### config.mk
export PLATFORM = sky130hd
export DESIGN_NAME = pt_walker
export DESIGN_NICKNAME = d
export VERILOG_FILES = /design/src/rtl/ptw_pkg.sv /design/src/rtl/ptw_tlb.sv /design/src/rtl/ptw_addr_gen.sv /design/src/rtl/ptw_fsm.sv /design/src/rtl/pt_walker.sv
export SDC_FILE = /design/constraint.sdc
export NUM_CORES = 1
export LEC_CHECK = 0
export BUFFER_PORTS_ARGS = -buffer_cell sky130_fd_sc_hd__buf_2
export CAP_MARGIN = 5
export CORE_MARGIN = 2
export CORE_UTILIZATION = 62
export DETAILED_ROUTE_END_ITERATION = 8
export PLACE_DENSITY = 0.85
export REMOVE_ABC_BUFFERS = 1
export SYNTH_ARGS = -nofsm -noshare
export SYNTH_HDL_FRONTEND = slang
export SYNTH_SLANG_ARGS = --single-unit
### constraint.sdc
create_clock -name clk -period 4.8 [get_ports clk]
set_input_delay 0.72 -clock clk [delete_from_list [all_inputs] [get_ports clk]]
set_output_delay 0.72 -clock clk [all_outputs]
set_load 0.02 [all_outputs]
### src/rtl/ptw_pkg.sv
package ptw_pkg;

   typedef enum logic [2:0] {
      WS_IDLE,
      WS_TLB_CHECK,
      WS_ISSUE_READ,
      WS_WAIT_DATA,
      WS_NEXT_LEVEL,
      WS_DONE,
      WS_FAULT
   } walk_state_e;

   // width of an index into N items, never zero
   function automatic int safe_clog2(input int n);
      return (n > 1) ? $clog2(n) : 1;
   endfunction

endpackage

### src/rtl/ptw_tlb.sv
module ptw_tlb #(
   parameter int ENTRIES = 4,
   parameter int VPN_W   = 16,
   parameter int PPN_W   = 12
) (
   input  logic             clk,
   input  logic             rst_n,
   input  logic [VPN_W-1:0] lk_vpn,
   output logic             lk_hit,
   output logic [PPN_W-1:0] lk_ppn,
   input  logic             fill_en,
   input  logic [VPN_W-1:0] fill_vpn,
   input  logic [PPN_W-1:0] fill_ppn
);
   import ptw_pkg::*;

   localparam int PTR_W = safe_clog2(ENTRIES);

   logic [ENTRIES-1:0] ent_v;
   logic [ENTRIES-1:0] match;
   logic [VPN_W-1:0]   ent_vpn [ENTRIES];
   logic [PPN_W-1:0]   ent_ppn [ENTRIES];
   logic [PTR_W-1:0]   rr_ptr;
   logic [PTR_W-1:0]   rr_next;

   generate
      for (genvar e = 0; e < ENTRIES; e++) begin : g_cmp
         assign match[e] = ent_v[e] && (ent_vpn[e] == lk_vpn);
      end
   endgenerate

   assign lk_hit = |match;

   always_comb begin
      lk_ppn = '0;
      for (int e = 0; e < ENTRIES; e++) begin
         if (match[e]) lk_ppn = lk_ppn | ent_ppn[e];
      end
   end

   generate
      if (ENTRIES > 1) begin : g_rr
         assign rr_next = (rr_ptr == PTR_W'(ENTRIES - 1)) ? '0 : rr_ptr + 1'b1;
      end else begin : g_single
         assign rr_next = '0;
      end
   endgenerate

   always_ff @(posedge clk or negedge rst_n) begin
      if (!rst_n) begin
         ent_v  <= '0;
         rr_ptr <= '0;
         for (int e = 0; e < ENTRIES; e++) begin
            ent_vpn[e] <= '0;
            ent_ppn[e] <= '0;
         end
      end else if (fill_en) begin
         ent_v[rr_ptr]   <= 1'b1;
         ent_vpn[rr_ptr] <= fill_vpn;
         ent_ppn[rr_ptr] <= fill_ppn;
         rr_ptr          <= rr_next;
      end
   end

   AST_TLB_ONE_MATCH: assert property (@(posedge clk) disable iff (!rst_n)
      $onehot0(match));
   AST_FILL_ON_MISS: assert property (@(posedge clk) disable iff (!rst_n)
      fill_en |-> !lk_hit);

endmodule

### src/rtl/ptw_addr_gen.sv
module ptw_addr_gen #(
   parameter int VPN_W     = 16,
   parameter int LEVELS    = 2,
   parameter int OFF_W     = 10,
   parameter int PPN_W     = 12,
   parameter int PTE_BYTES = 4,
   parameter int LVL_W     = 1
) (
   input  logic [VPN_W-1:0]       vpn,
   input  logic [LVL_W-1:0]       level,
   input  logic [PPN_W-1:0]       base_ppn,
   output logic [PPN_W+OFF_W-1:0] pte_addr
);
   localparam int IDX_W  = VPN_W / LEVELS;
   localparam int PA_W   = PPN_W + OFF_W;
   localparam int PTE_SH = $clog2(PTE_BYTES);

   logic [IDX_W-1:0] slice_arr [LEVELS];
   logic [IDX_W-1:0] idx_sel;

   // slice 0 is the most significant part of the page number
   generate
      for (genvar l = 0; l < LEVELS; l++) begin : g_slice
         assign slice_arr[l] = vpn[VPN_W-1-l*IDX_W -: IDX_W];
      end
   endgenerate

   always_comb begin
      idx_sel = '0;
      for (int l = 0; l < LEVELS; l++) begin
         if (level == LVL_W'(l)) idx_sel = slice_arr[l];
      end
   end

   assign pte_addr = {base_ppn, {OFF_W{1'b0}}} + (PA_W'(idx_sel) << PTE_SH);

endmodule

### src/rtl/ptw_fsm.sv
module ptw_fsm #(
   parameter int LEVELS = 2,
   parameter int PPN_W  = 12,
   parameter int PTE_W  = 32,
   parameter int LVL_W  = 1
) (
   input  logic             clk,
   input  logic             rst_n,
   input  logic             req_valid,
   output logic             req_ready,
   output logic             accept,
   input  logic [PPN_W-1:0] ptbr_ppn,
   input  logic             tlb_hit,
   input  logic [PPN_W-1:0] tlb_ppn,
   output logic             mem_rd_en,
   input  logic             mem_rd_valid,
   input  logic [PTE_W-1:0] mem_rd_data,
   output logic [LVL_W-1:0] level,
   output logic [PPN_W-1:0] base_ppn,
   output logic             fill_en,
   output logic [PPN_W-1:0] fill_ppn,
   output logic             resp_valid,
   output logic             resp_fault,
   output logic [PPN_W-1:0] res_ppn
);
   import ptw_pkg::*;

   localparam int RC_W = $clog2(LEVELS + 1) + 1;

   walk_state_e      state;
   logic [PTE_W-1:0] pte_q;
   logic             pte_ok;
   logic [PPN_W-1:0] pte_ppn;
   logic             last_lvl;
   logic [RC_W-1:0]  rd_cnt;

   assign pte_ok   = pte_q[0];
   assign pte_ppn  = pte_q[PPN_W:1];
   assign last_lvl = (level == LVL_W'(LEVELS - 1));

   generate
      if (PTE_W > PPN_W + 1) begin : g_spare
         logic unused_pte_hi;
         assign unused_pte_hi = ^pte_q[PTE_W-1:PPN_W+1];
      end
   endgenerate

   assign req_ready  = (state == WS_IDLE);
   assign accept     = req_ready && req_valid;
   assign mem_rd_en  = (state == WS_ISSUE_READ);
   assign fill_en    = (state == WS_NEXT_LEVEL) && pte_ok && last_lvl;
   assign fill_ppn   = pte_ppn;
   assign resp_valid = (state == WS_DONE) || (state == WS_FAULT);
   assign resp_fault = (state == WS_FAULT);

   always_ff @(posedge clk or negedge rst_n) begin
      if (!rst_n) begin
         state    <= WS_IDLE;
         level    <= '0;
         base_ppn <= '0;
         pte_q    <= '0;
         res_ppn  <= '0;
         rd_cnt   <= '0;
      end else begin
         case (state)
            WS_IDLE: begin
               if (req_valid) begin
                  state  <= WS_TLB_CHECK;
                  rd_cnt <= '0;
               end
            end
            WS_TLB_CHECK: begin
               if (tlb_hit) begin
                  res_ppn <= tlb_ppn;
                  state   <= WS_DONE;
               end else begin
                  level    <= '0;
                  base_ppn <= ptbr_ppn;
                  state    <= WS_ISSUE_READ;
               end
            end
            WS_ISSUE_READ: begin
               rd_cnt <= rd_cnt + 1'b1;
               state  <= WS_WAIT_DATA;
            end
            WS_WAIT_DATA: begin
               if (mem_rd_valid) begin
                  pte_q <= mem_rd_data;
                  state <= WS_NEXT_LEVEL;
               end
            end
            WS_NEXT_LEVEL: begin
               if (!pte_ok) begin
                  state <= WS_FAULT;
               end else if (last_lvl) begin
                  res_ppn <= pte_ppn;
                  state   <= WS_DONE;
               end else begin
                  base_ppn <= pte_ppn;
                  level    <= level + 1'b1;
                  state    <= WS_ISSUE_READ;
               end
            end
            WS_DONE:  state <= WS_IDLE;
            WS_FAULT: state <= WS_IDLE;
            default:  state <= WS_IDLE;
         endcase
      end
   end

   AST_RD_STROBE: assert property (@(posedge clk) disable iff (!rst_n)
      mem_rd_en |=> !mem_rd_en);
   AST_RESP_PULSE: assert property (@(posedge clk) disable iff (!rst_n)
      resp_valid |=> (!resp_valid && req_ready));
   AST_READ_BOUND: assert property (@(posedge clk) disable iff (!rst_n)
      resp_valid |-> (rd_cnt <= RC_W'(LEVELS)));
   AST_FAULT_AFTER_READ: assert property (@(posedge clk) disable iff (!rst_n)
      (resp_valid && resp_fault) |-> (rd_cnt != '0));
   AST_FULL_WALK: assert property (@(posedge clk) disable iff (!rst_n)
      (resp_valid && !resp_fault && rd_cnt != '0) |-> (rd_cnt == RC_W'(LEVELS)));

endmodule

### src/rtl/pt_walker.sv
module pt_walker #(
   parameter int VA_W        = 26,
   parameter int PAGE_BYTES  = 1024,
   parameter int LEVELS      = 2,
   parameter int PTE_BYTES   = 4,
   parameter int PPN_W       = 12,
   parameter int TLB_ENTRIES = 4
) (
   input  logic                                   clk,
   input  logic                                   rst_n,
   input  logic                                   req_valid,
   input  logic [VA_W-1:0]                        req_vaddr,
   output logic                                   req_ready,
   input  logic [PPN_W-1:0]                       ptbr_ppn,
   output logic                                   mem_rd_en,
   output logic [PPN_W+$clog2(PAGE_BYTES)-1:0]    mem_rd_addr,
   input  logic                                   mem_rd_valid,
   input  logic [8*PTE_BYTES-1:0]                 mem_rd_data,
   output logic                                   resp_valid,
   output logic [PPN_W+$clog2(PAGE_BYTES)-1:0]    resp_paddr,
   output logic                                   resp_fault
);
   import ptw_pkg::*;

   localparam int OFF_W = $clog2(PAGE_BYTES);
   localparam int VPN_W = VA_W - OFF_W;
   localparam int IDX_W = VPN_W / LEVELS;
   localparam int PA_W  = PPN_W + OFF_W;
   localparam int PTE_W = 8 * PTE_BYTES;
   localparam int LVL_W = safe_clog2(LEVELS);

   generate
      if ((1 << OFF_W) != PAGE_BYTES) begin : g_bad_page
         $error("PAGE_BYTES must be a power of two");
      end
      if ((1 << $clog2(PTE_BYTES)) != PTE_BYTES) begin : g_bad_pte
         $error("PTE_BYTES must be a power of two");
      end
      if (LEVELS < 1 || VPN_W < LEVELS || (VPN_W % LEVELS) != 0) begin : g_bad_split
         $error("page number bits must divide evenly among LEVELS");
      end
      if (IDX_W + $clog2(PTE_BYTES) > OFF_W) begin : g_bad_table
         $error("one table level must fit inside a single page");
      end
      if (PPN_W + 1 > PTE_W) begin : g_bad_ppn
         $error("PTE too narrow for valid bit and page number");
      end
      if (TLB_ENTRIES < 1) begin : g_bad_tlb
         $error("TLB_ENTRIES must be at least one");
      end
   endgenerate

   logic [VA_W-1:0]  vaddr_q;
   logic [VPN_W-1:0] vpn;
   logic [OFF_W-1:0] offset;
   logic             accept;
   logic             tlb_hit;
   logic [PPN_W-1:0] tlb_ppn;
   logic [LVL_W-1:0] level;
   logic [PPN_W-1:0] base_ppn;
   logic             fill_en;
   logic [PPN_W-1:0] fill_ppn;
   logic [PPN_W-1:0] res_ppn;

   assign vpn    = vaddr_q[VA_W-1:OFF_W];
   assign offset = vaddr_q[OFF_W-1:0];

   always_ff @(posedge clk or negedge rst_n) begin
      if (!rst_n)      vaddr_q <= '0;
      else if (accept) vaddr_q <= req_vaddr;
   end

   ptw_tlb #(
      .ENTRIES (TLB_ENTRIES),
      .VPN_W   (VPN_W),
      .PPN_W   (PPN_W)
   ) u_tlb (
      .clk      (clk),
      .rst_n    (rst_n),
      .lk_vpn   (vpn),
      .lk_hit   (tlb_hit),
      .lk_ppn   (tlb_ppn),
      .fill_en  (fill_en),
      .fill_vpn (vpn),
      .fill_ppn (fill_ppn)
   );

   ptw_addr_gen #(
      .VPN_W     (VPN_W),
      .LEVELS    (LEVELS),
      .OFF_W     (OFF_W),
      .PPN_W     (PPN_W),
      .PTE_BYTES (PTE_BYTES),
      .LVL_W     (LVL_W)
   ) u_addr (
      .vpn      (vpn),
      .level    (level),
      .base_ppn (base_ppn),
      .pte_addr (mem_rd_addr)
   );

   ptw_fsm #(
      .LEVELS (LEVELS),
      .PPN_W  (PPN_W),
      .PTE_W  (PTE_W),
      .LVL_W  (LVL_W)
   ) u_fsm (
      .clk          (clk),
      .rst_n        (rst_n),
      .req_valid    (req_valid),
      .req_ready    (req_ready),
      .accept       (accept),
      .ptbr_ppn     (ptbr_ppn),
      .tlb_hit      (tlb_hit),
      .tlb_ppn      (tlb_ppn),
      .mem_rd_en    (mem_rd_en),
      .mem_rd_valid (mem_rd_valid),
      .mem_rd_data  (mem_rd_data),
      .level        (level),
      .base_ppn     (base_ppn),
      .fill_en      (fill_en),
      .fill_ppn     (fill_ppn),
      .resp_valid   (resp_valid),
      .resp_fault   (resp_fault),
      .res_ppn      (res_ppn)
   );

   assign resp_paddr = (resp_valid && !resp_fault) ? {res_ppn, offset} : '0;

   AST_NO_READ_IDLE: assert property (@(posedge clk) disable iff (!rst_n)
      req_ready |-> !mem_rd_en);

endmodule

==> impl_metrics.yaml <==
outcome:
  outcome: "finished clean"
synth:
  synth_area_sq_um: 8730
  yosys_warnings: 0
  synth_adder_area_share_pct: 0.573
  seq_area_frac_synth_pct: 53.0
  async_flop_share_pct: 100
  ys.flop_type: "dfrtp_1"
  synth.distinct_cells: 42
  synthCells: 651
  synth-simple-area-share_pct: 6.42
  synth-compound-area-share_pct: 3.92
  synth_xor_area_share_pct: 6.52
  ys_ff_latch: 185
  synth_top_family_by_area: "multiplexers"
  avgSynthCellArea_sq_um: 13.4
  synthMuxAreaShare_pct: 26.1
  synth_edf_count: 0
clock_network:
  numCtsBuffers: 17
  clock_sinks: 185
  insertion_delay_ns: 0.43
  cts_tree: "done"
  ctsResizeCount: 0
  cts.htree.levels: 4
  ctsHoldBuffers: 0
  path_clk_slew_ns: 0.06
  cts_buffer_depth: 2
  root_buffer: "clkbuf_16"
  cts_setup_buffers: 0
sta:
  fin_tns_setup_ns: 0
  tightest_slew_ns: 1.20
  clock.fmax_ghz: 0.321
  rsz0062_at_grt: "false"
  period_needed_ns: 3.12
  slew_viol_final: 0
  hold_viol: 0
  period_share_pct: 64.9
  maxSlewHeadroom_pct: 20.3
  fin_worst_skew_ns: 0.0139
  setup-violations-final: 0
route:
  ant_nets: 0
  post_drt_wl_per_cell_um: 19.9
  viasPerCell: 5.94
  remaining_drc_errors: 0
  drtIter0Drc: 327
  num_vias: 5491
  dr.pass1.iters: 5
  wl_um: 18400
floorplan:
  num_rows: 43
  die_width_um: 123
  core_sq_um: 13800
  io_pins: 122
  start_util_pct: 63.2
  die-area_sq_um: 15100
  die_h_um: 123
power:
  ir_drop_v: 0.000305
  p_leak_uw: 0.00480
  clkPwrFrac_pct: 28.1
  switching_share_pct: 33.1
  p_per_area_nw_per_um2: 537
  pwr-share-comb_pct: 26.4
  power.switching_uw: 1760
  intPower_uw: 3560
  seq_power_share_pct: 45.5
global_routing:
  grt_use_total_pct: 26.1
  antenna_found_initial: 0
  grt_max_degree: 97
  grt_pass1_vias: 5801
  grt-ovfl-total: 0
  grt_pass1_wl_um: 29600
final_layout:
  diodes: 0
  final_core_util_pct: 71.7
  final_common_cell: "dfrtp_1"
  nNetsFinal: 810
  syn_to_final_growth_pct: 13.6
  drive_gt1_share_pct: 46.4
  mostFrequentLayoutCells: "dfrtp_1, mux2_2, buf_2, xnor2_1"
worst_setup_path:
  critical_path_class: "register to register"
  cp_slowest_cell: "dfrtp_1"
  critPathMaxFanout: 13
  end_kind: "register"
  crit_family: "simple AND/OR/NAND/NOR gates"
  startpoint_type: "register"
  critPathBufInv: 1
  cp.required_ns: 5.12
  crit_chain: "xor2_1 > nor4_1 > nand2_1 > nor4_2 > buf_4 > or4_4 > a31o_4 > mux2_2"
  crit_arrival_ns: 3.43
  critPathMaxStageDelay_ns: 0.54
min_path:
  hold_class: "primary input to async pin"
run:
  cap_violations: 0
place:
  gp_congestion: 0.765
  dpl.hpwl_um: 11700
  port_buffers: 100
[worst reg2reg max path: stages, from the launching register on]
cell and delay, ns:
dfrtp_1 0.54, xor2_1 0.24, nor4_1 0.49, nand2_1 0.23, nor4_2 0.32, buf_4 0.27
or4_4 0.18, a31o_4 0.35, mux2_2 0.38
[metal layers]
layer | routed length [um] | GRT usage [%] | share of wire, %
met2 | 9570 | 43.5 | 52
met4 | 340 | 11.1 | 1.8
met3 | 791 | 5.07 | 4.3
met5 | 0 | 0 | 0
met1 | 7680 | 33.4 | 42
[registers in the layout, indices dropped and copies added, names as in the netlist]
name and flops:
u_tlb.ent_vpn 64, vaddr_q 26, u_tlb.ent_ppn 48, u_tlb.rr_ptr 2, u_fsm.state 3, u_tlb.ent_v 4, u_fsm.base_ppn 12, u_fsm.res_ppn 12
u_fsm.pte_q 13, u_fsm.level 1
[final timing paths]
| kind | to | from | slack, ns | cells past startpoint |
|---|---|---|---|---|
| worst min register to register | vaddr_q[7]$_DFFE_PN0P_ | vaddr_q[7]$_DFFE_PN0P_ | 0.50 | 1 |
| worst max-delay path | u_fsm.res_ppn[0]$_DFFE_PN0P_ | vaddr_q[15]$_DFFE_PN0P_ | 1.68 | 8 |
| worst max register to register | u_fsm.res_ppn[0]$_DFFE_PN0P_ | vaddr_q[15]$_DFFE_PN0P_ | 1.68 | 8 |
| worst min-delay path | vaddr_q[13]$_DFFE_PN0P_ | rst_n | 0.38 | 1 |
| min in group clk | vaddr_q[7]$_DFFE_PN0P_ | vaddr_q[7]$_DFFE_PN0P_ | 0.50 | 1 |
| max in group asynchronous | u_fsm.pte_q[5]$_DFFE_PN0P_ | rst_n | 3.48 | 2 |
[logic make-up after synthesis]
kind of cell	after synthesis
compound gates	48
mux	196
flops	185
other cells	1
xor+xnor	65
buf+inv	53
simple gates	99
fa+ha+maj	4
[synthesized netlist by cell type (13+ instances only)]
library cell / number / share of area [%]
mux2_4: 19 / 3.3
dfrtp_1: 185 / 53
a31oi_1: 13 / 0.93
xnor2_1: 48 / 4.8
buf_4: 16 / 1.4
nor2_1: 17 / 0.73
a22oi_1: 24 / 2.1
nand2_1: 15 / 0.64
xor2_1: 17 / 1.7
and2_1: 24 / 1.7
clkbuf_1: 18 / 0.77
mux2_2: 177 / 23
[cell type report]
class | count | area, sq um
Timing Repair Buffer | 111 | 602
Multi-Input combinational cell | 414 | 3810
Clock inverter | 10 | 165
Clock buffer | 22 | 474
Sequential cell | 185 | 4630
Tap cell | 180 | 225
Inverter | 3 | 11.3
Fill cell | 873 | 3910
[through the flow]
step	std cells	worst slack [ns]	instance area, sq um	hold slack, ns	total power, uW
floorplan	602	1.95	8450	0.424	3500
global placement	893	1.89	9280	0.450	3720
detailed placement	893	1.84	9280	0.453	3830
CTS	925	1.71	9920	0.417	5340
global route	925	1.59	9920	0.447	5590
finish	925	1.68	9920	0.376	5320
[power by group through the flow]
stage               Sequential, uW  Combinational (uW)  Clock (uW)
floorplan                     2400                1100           0
global placement              2380                1340           0
detailed placement            2430                1400           0
CTS                           2420                1420        1510
global route                  2480                1520        1580
finish                        2420                1400        1500
Power figures use the tool's default switching activity.
